===== src/rtl/timer_pkg.sv =====
package timer_pkg;
  localparam int unsigned ADDR_W = 2;

  typedef enum logic [ADDR_W-1:0] {
    SEL_COUNT  = 2'd0,
    SEL_PERIOD = 2'd1,
    SEL_SCALE  = 2'd2,
    SEL_CTRL   = 2'd3
  } reg_sel_e;
endpackage


===== src/rtl/timer_regs.sv =====
module timer_regs
  import timer_pkg::*;
#(
  parameter int unsigned CNT_W = 16,
  parameter int unsigned SCL_W = 8
) (
  input  logic              clk_i,
  input  logic              rst_ni,
  input  logic              wr_en_i,
  input  logic [ADDR_W-1:0] wr_addr_i,
  input  logic [CNT_W-1:0]  wr_data_i,
  input  logic [ADDR_W-1:0] rd_addr_i,
  input  logic [CNT_W-1:0]  count_i,
  output logic [CNT_W-1:0]  period_o,
  output logic [SCL_W-1:0]  scale_o,
  output logic              en_o,
  output logic              count_wr_o,
  output logic              scale_wr_o,
  output logic [CNT_W-1:0]  rd_data_o
);
  logic [CNT_W-1:0] period_q;
  logic [SCL_W-1:0] scale_q;
  logic             en_q;

  assign count_wr_o = wr_en_i && (wr_addr_i == SEL_COUNT);
  assign scale_wr_o = wr_en_i && (wr_addr_i == SEL_SCALE);

  always_ff @(posedge clk_i or negedge rst_ni) begin
    if (!rst_ni) begin
      period_q <= '0;
      scale_q  <= '0;
      en_q     <= 1'b0;
    end else if (wr_en_i) begin
      case (wr_addr_i)
        SEL_PERIOD: period_q <= wr_data_i;
        SEL_SCALE:  scale_q  <= wr_data_i[SCL_W-1:0];
        SEL_CTRL:   en_q     <= wr_data_i[0];
        default:    ;
      endcase
    end
  end

  always_comb begin
    case (rd_addr_i)
      SEL_COUNT:  rd_data_o = count_i;
      SEL_PERIOD: rd_data_o = period_q;
      SEL_SCALE:  rd_data_o = CNT_W'(scale_q);
      default:    rd_data_o = CNT_W'(en_q);
    endcase
  end

  assign period_o = period_q;
  assign scale_o  = scale_q;
  assign en_o     = en_q;
endmodule


===== src/rtl/timer_prescaler.sv =====
module timer_prescaler #(
  parameter int unsigned SCL_W = 8
) (
  input  logic             clk_i,
  input  logic             rst_ni,
  input  logic             en_i,
  input  logic             load_i,
  input  logic [SCL_W-1:0] load_val_i,
  input  logic [SCL_W-1:0] scale_i,
  output logic [SCL_W-1:0] pre_o,
  output logic             tick_o
);
  logic [SCL_W-1:0] pre_q;

  // a restart on the expiring cycle swallows that tick
  assign tick_o = en_i && !load_i && (pre_q == '0);

  always_ff @(posedge clk_i or negedge rst_ni) begin
    if (!rst_ni)          pre_q <= '0;
    else if (load_i)      pre_q <= load_val_i;
    else if (en_i) begin
      if (pre_q == '0)    pre_q <= scale_i;
      else                pre_q <= pre_q - SCL_W'(1);
    end
  end

  assign pre_o = pre_q;
endmodule


===== src/rtl/timer_counter.sv =====
module timer_counter #(
  parameter int unsigned CNT_W = 16
) (
  input  logic             clk_i,
  input  logic             rst_ni,
  input  logic             tick_i,
  input  logic             wr_i,
  input  logic [CNT_W-1:0] wr_data_i,
  input  logic [CNT_W-1:0] period_i,
  output logic [CNT_W-1:0] count_o,
  output logic             irq_o
);
  logic [CNT_W-1:0] count_q;
  logic             irq_q;
  logic             expire;

  assign expire = tick_i && !wr_i && (count_q == '0);

  always_ff @(posedge clk_i or negedge rst_ni) begin
    if (!rst_ni) begin
      count_q <= '0;
      irq_q   <= 1'b0;
    end else begin
      irq_q <= expire;
      if (wr_i)        count_q <= wr_data_i;
      else if (tick_i) count_q <= (count_q == '0) ? period_i : count_q - CNT_W'(1);
    end
  end

  assign count_o = count_q;
  assign irq_o   = irq_q;
endmodule


===== src/rtl/interval_timer.sv =====
module interval_timer
  import timer_pkg::*;
#(
  parameter int unsigned CNT_W = 16,
  parameter int unsigned SCL_W = 8
) (
  input  logic              clk_i,
  input  logic              rst_ni,
  input  logic              wr_en_i,
  input  logic [ADDR_W-1:0] wr_addr_i,
  input  logic [CNT_W-1:0]  wr_data_i,
  input  logic [ADDR_W-1:0] rd_addr_i,
  output logic [CNT_W-1:0]  rd_data_o,
  output logic              irq_o
);
  logic [CNT_W-1:0] period_q;
  logic [CNT_W-1:0] count_q;
  logic [SCL_W-1:0] scale_q;
  logic [SCL_W-1:0] pre_q;
  logic             en_q;
  logic             count_wr;
  logic             scale_wr;
  logic             tick;

  timer_regs #(.CNT_W(CNT_W), .SCL_W(SCL_W)) u_regs (
    .clk_i      (clk_i),
    .rst_ni     (rst_ni),
    .wr_en_i    (wr_en_i),
    .wr_addr_i  (wr_addr_i),
    .wr_data_i  (wr_data_i),
    .rd_addr_i  (rd_addr_i),
    .count_i    (count_q),
    .period_o   (period_q),
    .scale_o    (scale_q),
    .en_o       (en_q),
    .count_wr_o (count_wr),
    .scale_wr_o (scale_wr),
    .rd_data_o  (rd_data_o)
  );

  timer_prescaler #(.SCL_W(SCL_W)) u_pre (
    .clk_i      (clk_i),
    .rst_ni     (rst_ni),
    .en_i       (en_q),
    .load_i     (scale_wr),
    .load_val_i (wr_data_i[SCL_W-1:0]),
    .scale_i    (scale_q),
    .pre_o      (pre_q),
    .tick_o     (tick)
  );

  timer_counter #(.CNT_W(CNT_W)) u_cnt (
    .clk_i     (clk_i),
    .rst_ni    (rst_ni),
    .tick_i    (tick),
    .wr_i      (count_wr),
    .wr_data_i (wr_data_i),
    .period_i  (period_q),
    .count_o   (count_q),
    .irq_o     (irq_o)
  );
endmodule


===== config.mk =====
export PLATFORM = sky130hd
export DESIGN_NAME = interval_timer
export DESIGN_NICKNAME = d
export VERILOG_FILES = /design/src/rtl/timer_pkg.sv /design/src/rtl/timer_regs.sv /design/src/rtl/timer_prescaler.sv /design/src/rtl/timer_counter.sv /design/src/rtl/interval_timer.sv
export SDC_FILE = /design/constraint.sdc
export NUM_CORES = 1
export LEC_CHECK = 0
export ABC_CLOCK_PERIOD_IN_PS = 2500
export BUFFER_PORTS_ARGS = -buffer_cell sky130_fd_sc_hd__buf_2
export CAP_MARGIN = 10
export CORE_ASPECT_RATIO = 0.75
export CORE_MARGIN = 1
export CORE_UTILIZATION = 30
export DETAILED_ROUTE_END_ITERATION = 7
export GPL_TIMING_DRIVEN = 1
export PLACE_DENSITY = 0.54
export SLEW_MARGIN = 20
export SYNTH_ARGS = -nofsm -noshare
export SYNTH_HDL_FRONTEND = slang
export SYNTH_SLANG_ARGS = --single-unit

===== constraint.sdc =====
create_clock -name clk_i -period 2.5 [get_ports clk_i]
set_clock_uncertainty 0.1 [all_clocks]
set_input_delay 0.25 -clock clk_i [delete_from_list [all_inputs] [get_ports clk_i]]
set_output_delay 0.25 -clock clk_i [all_outputs]
set_load 0.005 [all_outputs]

* Word level (Yosys, flattened, before mapping)
Index checks and enable logic that the tools add are counted. W data, S select, Z words.
Word-level totals: flip-flop bits (word level) 50, output and inout bits 17, word-level logic and storage cells 37
Cells by class: add/subtract/negate cells 2, eq/ne operators 5, mux-type cells 7, reduce and logical (&&, ||, !) cells 17
Operators with widths (count):
- $mux W16 | 3
- $pmux W16 S3 | 1
- $mux W8 | 3
- $logic_not A16 Y1 | 1
- $sub A16 B1 Y16 const B | 1
- $logic_not A8 Y1 | 1
- $sub A8 B1 Y8 const B | 1
- $eq A2 B2 Y1 const B | 3
- $logic_and A1 B1 Y1 | 6
- $reduce_and A2 Y1 | 3
- $eq A2 B1 Y1 const B | 2
- $logic_not A2 Y1 | 2
- $reduce_bool A2 Y1 | 2
- $logic_not A1 Y1 | 2

* Longest topological paths before layout
word-level depth 7, gate-level depth with buffers 8, depth with buffers taken out 7

* Modules after synthesis
A second synthesis with hierarchy kept.
Second synthesis, totals: cell total of the unflattened synthesis 326, area total of the unflattened synthesis 3240.6 µm²
Modules (own cells, without submodules):
- timer_counter | times used 1, cells an instance 158, area an instance 1308.8 µm², seq. area each 425.4 µm²
- timer_regs | times used 1, cells an instance 93, area an instance 1302.5 µm², seq. area each 625.6 µm²
- timer_prescaler | times used 1, cells an instance 75, area an instance 629.4 µm², seq. area each 200.2 µm²

* Worst setup path before layout
No wires, ideal clock.
kind reg-to-reg, start register u_pre.pre_q[4], in the netlist u_pre.pre_o[4], end register u_cnt.count_q[14], in the netlist u_cnt.count_o[14], setup time 0.127 ns, arrival time 1.930 ns, data required time 2.273 ns, setup slack 0.344 ns, cell stages (with the launch flop) 8, buffers on the path 2, period minus slack after synthesis 2.156 ns, cells stage by stage dfrtp_1 or3_1 buf_6 or4_4 buf_6 and3_1 a21oi_1 o31ai_1
Between the ends: longest elaborated chain between the ends 3
RTL lines:
- from (decl) | RTL line timer_prescaler.sv:13 | logic [SCL_W-1:0] pre_q;
- from (signal assigned) | RTL line timer_prescaler.sv:20 | else if (load_i) pre_q <= load_val_i;
- from (signal assigned) | RTL line timer_prescaler.sv:22 | if (pre_q == '0) pre_q <= scale_i;
- from (signal assigned) | RTL line timer_prescaler.sv:23 | else pre_q <= pre_q - SCL_W'(1);
- $logic_not A8 Y1 | RTL line timer_prescaler.sv:16 | assign tick_o = en_i && !load_i && (pre_q == '0);
- $logic_and A1 B1 Y1 | RTL line timer_prescaler.sv:16
- $reduce_bool A2 Y1 (no line)
- to (signal assigned) | RTL line timer_counter.sv:25 | if (wr_i) count_q <= wr_data_i;
- to (signal assigned) | RTL line timer_counter.sv:26 | else if (tick_i) count_q <= (count_q == '0) ? period_i : count_q - CNT_W'(1);
- to (decl) | RTL line timer_counter.sv:13 | logic [CNT_W-1:0] count_q;
Every way passes these cells. A chain may end at the register's enable or synchronous reset.

* Worst setup path in the final report
start register u_pre.pre_q[4], in the netlist u_pre.pre_o[4], end register u_pre.pre_q[0], in the netlist u_pre.pre_o[0]
Between the ends: longest elaborated chain between the ends 4
RTL lines:
- $logic_not A8 Y1 | RTL line timer_prescaler.sv:22
- $mux W8 | RTL line timer_prescaler.sv:22
- $mux W8 | RTL line timer_prescaler.sv:21 | else if (en_i) begin
- $mux W8 | RTL line timer_prescaler.sv:20
Every way passes these cells. The select of a mux whose other input is x is not followed.

==> flow_metrics.tcl <==
set metrics [dict create \
    startpoint_type "flop" \
    cap_violations 0 \
    worst_pin_slew_ns 0.7090 \
    synth_area_leader_cell "dfrtp_1" \
    clkSinkCount 50 \
    setup_viol 0 \
    avgRoutedWirePerCell_um 17.03 \
    die-area_um2 10940 \
    drc_errors 1 \
    crit_fanout 14 \
    num_io_pins 40 \
    min_path_type "in -> reg" \
    violations "design-rule violations" \
    clk_path_buf_depth 2 \
    grt_start_max_net_pins 28 \
    power_density_nw_per_um2 788.6 \
    end_kind "flop" \
    grt_pass1_vias 2763 \
    die_h_um 90.84 \
    gr-total-overflow 0 \
    grt_usage_pct 17.21 \
    ant_nets 0 \
    cts_buffers 5 \
    yosys-top-cells-area "dfrtp_1, nand2_1, mux2i_1, mux2_1, nor2_1" \
    ir_drop_uv 306.9 \
    synth_seq_area_share_pct 39.64 \
    port_buffers 39 \
    clk_latency_ns 0.29 \
    cts-root-buf "clkbuf_16" \
    fin_crit_sh_pct 92.71 \
    yosysWarnings 0 \
    final.min_clock_period_ns 2.318 \
    synth_edf_count 0 \
    postLayoutCellArea_um2 3724 \
    synth_top_area_share_pct 39.64 \
    netSwitchingPower_w 0.001027 \
    rows 32 \
    synthesis.nets 374 \
    place_hpwl_um 6395 \
    routed_wl_um 8974 \
    outcome "finished with violations" \
    drt-initial-drc-count 199 \
    arrival_ns 2.39 \
    synthDistinctLibCells 52 \
    path_cells "or3_1, or4_4, and3_1, a311oi_1, o21ai_1" \
    async_reset_ff_share_pct 100.0 \
    clockPowerShare_pct 26.3 \
    area_delta_synth_final_pct 17.95 \
    maxSlewViolCount 0 \
    die_w_um 120.5 \
    drtPass1Iterations 7 \
    placed_area_um2 3551 \
    avgSynthCellArea_um2 9.097 \
    cts_tree "yes" \
    p_seq_share_pct 41.3 \
    slowest_stage "or4_4" \
    max_slew_margin_pct 52.63 \
    ys.flop_type "dfrtp_1" \
    fmax_mhz 431.5 \
    core-area_um2 10250 \
    gp_congestion 0.7961 \
    reg2reg_slack_ns 0.18 \
    worstSetupPathType "reg -> reg" \
    grt_pass1_wl_um 14700 \
    initial_core_util_pct 30.80 \
    antenna_cells 0 \
    tns_ns 0 \
    clk_pin_slew_worst_paths_ns 0.07 \
    worstPathRequired_ns 2.57 \
    rsz0062_at_grt "false" \
    p_int_w 0.001909 \
    fin_nets 417 \
    switching_share_pct 34.97 \
    antenna_found_initial 0 \
    synth_area_um2 3157 \
    syn_inst 347 \
    slowest_delay_ns 0.64 \
    finalHoldViolCount 0 \
    viasPerCell 5.292 \
    dp.cells 518 \
    num_vias 2789 \
    p_comb_share_pct 32.4 \
    htreeDepth 2 \
    stdcell_count 527 \
    drive_gt1_share_pct 20.97 \
    ys_ff_latch 50 \
    p_leak_nw 1.635 \
]
==> area by class of cell <==
| cell class | instances | area, um2 |
|---|---|---|
| fill | 1079 | 6526 |
| multi-input combinational | 268 | 1769 |
| sequential | 50 | 1251 |
| timing repair buffer | 59 | 347.8 |
| tap | 136 | 170.2 |
| clock buffer | 7 | 132.6 |
| clock inverter | 1 | 30.03 |
| inverter | 6 | 22.52 |
==> cells by family (layout without fill, tap and decap cells) <==
kind of cell / count (synthesis) / count (layout) / share of synthesized area [%]
compound gates: 79 / 79 / 16.53
xor+xnor: 5 / 5 / 1.387
fa+ha+maj: 4 / 4 / 1.585
buf+inv: 29 / 73 / 4.479
flops: 50 / 50 / 39.64
mux: 39 / 39 / 13.56
simple gates: 141 / 141 / 22.83
==> stage by stage <==
| step | setup slack [ns] | power, W | hold slack [ns] | utilization, % |
|---|---|---|---|---|
| after floorplan | 0.3438 | 0.001862 | -0.1456 | - |
| after global routing | 0.05553 | 0.003123 | 0.09850 | 36.33 |
| after detailed placement | 0.1891 | 0.002166 | 0.2100 | 34.64 |
| final | 0.1823 | 0.002936 | 0.08882 | 36.33 |
| after CTS | 0.1954 | 0.002949 | 0.08711 | 36.33 |
| after global placement | 0.2323 | 0.002140 | 0.2199 | 34.64 |
==> flip-flops by register name (all words and copies together), names as in the netlist <==
register	cells
u_cnt.irq_o	1
u_regs.scale_o	8
u_regs.period_o	16
u_pre.pre_o	8
u_cnt.count_o	16
u_regs.en_o	1
==> final timing paths <==
check,from,cells past startpoint,end
max,u_pre.pre_o[4],5,u_pre.pre_o[0]
min,wr_data_i[9],2,u_regs.period_o[9]
max reg2reg,u_pre.pre_o[4],5,u_pre.pre_o[0]
min reg2reg,u_regs.period_o[9],1,u_regs.period_o[9]
max in group asynchronous,rst_ni,3,u_cnt.count_o[9]
min in group asynchronous,rst_ni,2,u_regs.scale_o[0]
==> worst max-delay path, delay by kind of cell (launching register included) <==
family	cells	cell delay, ns
compound gates	2	0.29
flops	1	0.43
simple gates	3	1.38
==> Yosys cell counts (4+ instances only) <==
cell      count
mux2_1       12
mux2i_1      18
nand4_1       4
nand2_1      50
ha_1          4
a21oi_1      19
nand3b_1      4
nor2_1       27
or3_1         5
nor3_1        8
o21ai_1      17
inv_1         6
o31ai_1       8
dfrtp_1      50
mux2_2        8
and2_1        4
clkbuf_1     14
nor4_1        4
o21ai_0       9
and3_1        9
buf_2         5
nand3_1       8
xnor2_1       5
a31oi_1       5
==> power by group through the flow <==
| stage | sequential (W) | combinational [W] | clock (W) |
|---|---|---|---|
| floorplan | 0.00115 | 0.000716 | 0 |
| global placement | 0.00121 | 0.000926 | 0 |
| detailed placement | 0.00122 | 0.000943 | 0 |
| CTS | 0.00121 | 0.000952 | 0.000788 |
| global route | 0.00124 | 0.00107 | 0.000815 |
| finish | 0.00121 | 0.000951 | 0.000772 |
==> per-layer routing <==
| layer | track usage, % | wire [um] | share of wire [%] |
|---|---|---|---|
| met5 | 0 | 0 | 0 |
| met4 | 3.498 | 82 | 0.91 |
| met3 | 2.841 | 533 | 5.9 |
| met2 | 26.05 | 3956 | 44 |
| met1 | 25.58 | 4402 | 49 |
==> layout by cell type, fill, tap and decap left out, types with 4 or more instances in the layout <==
| cell type | n |
|---|---|
| inv_1 | 6 |
| or3_1 | 5 |
| nor3_1 | 8 |
| o21ai_0 | 9 |
| clkbuf_16 | 5 |
| mux2_2 | 8 |
| dfrtp_1 | 50 |
| ha_1 | 4 |
| nor2_1 | 27 |
| mux2i_1 | 18 |
| buf_4 | 19 |
| a21oi_1 | 19 |
| and3_1 | 9 |
| o31ai_1 | 8 |
| a31oi_1 | 5 |
| mux2_1 | 12 |
| nand4_1 | 4 |
| nor4_1 | 4 |
| o21ai_1 | 17 |
| and2_1 | 4 |
| xnor2_1 | 5 |
| buf_2 | 39 |
| nand2_1 | 50 |
| nand3_1 | 8 |
| nand3b_1 | 4 |
==> repair_timing <==
item	4_1_cts	5_1_grt
setup buffers	0	0
hold endpoints to repair	25	0
setup endpoints to repair	0	0
gates resized for setup	0	0
hold buffers	1	0
Note: power is estimated with default switching activity, not from simulation.
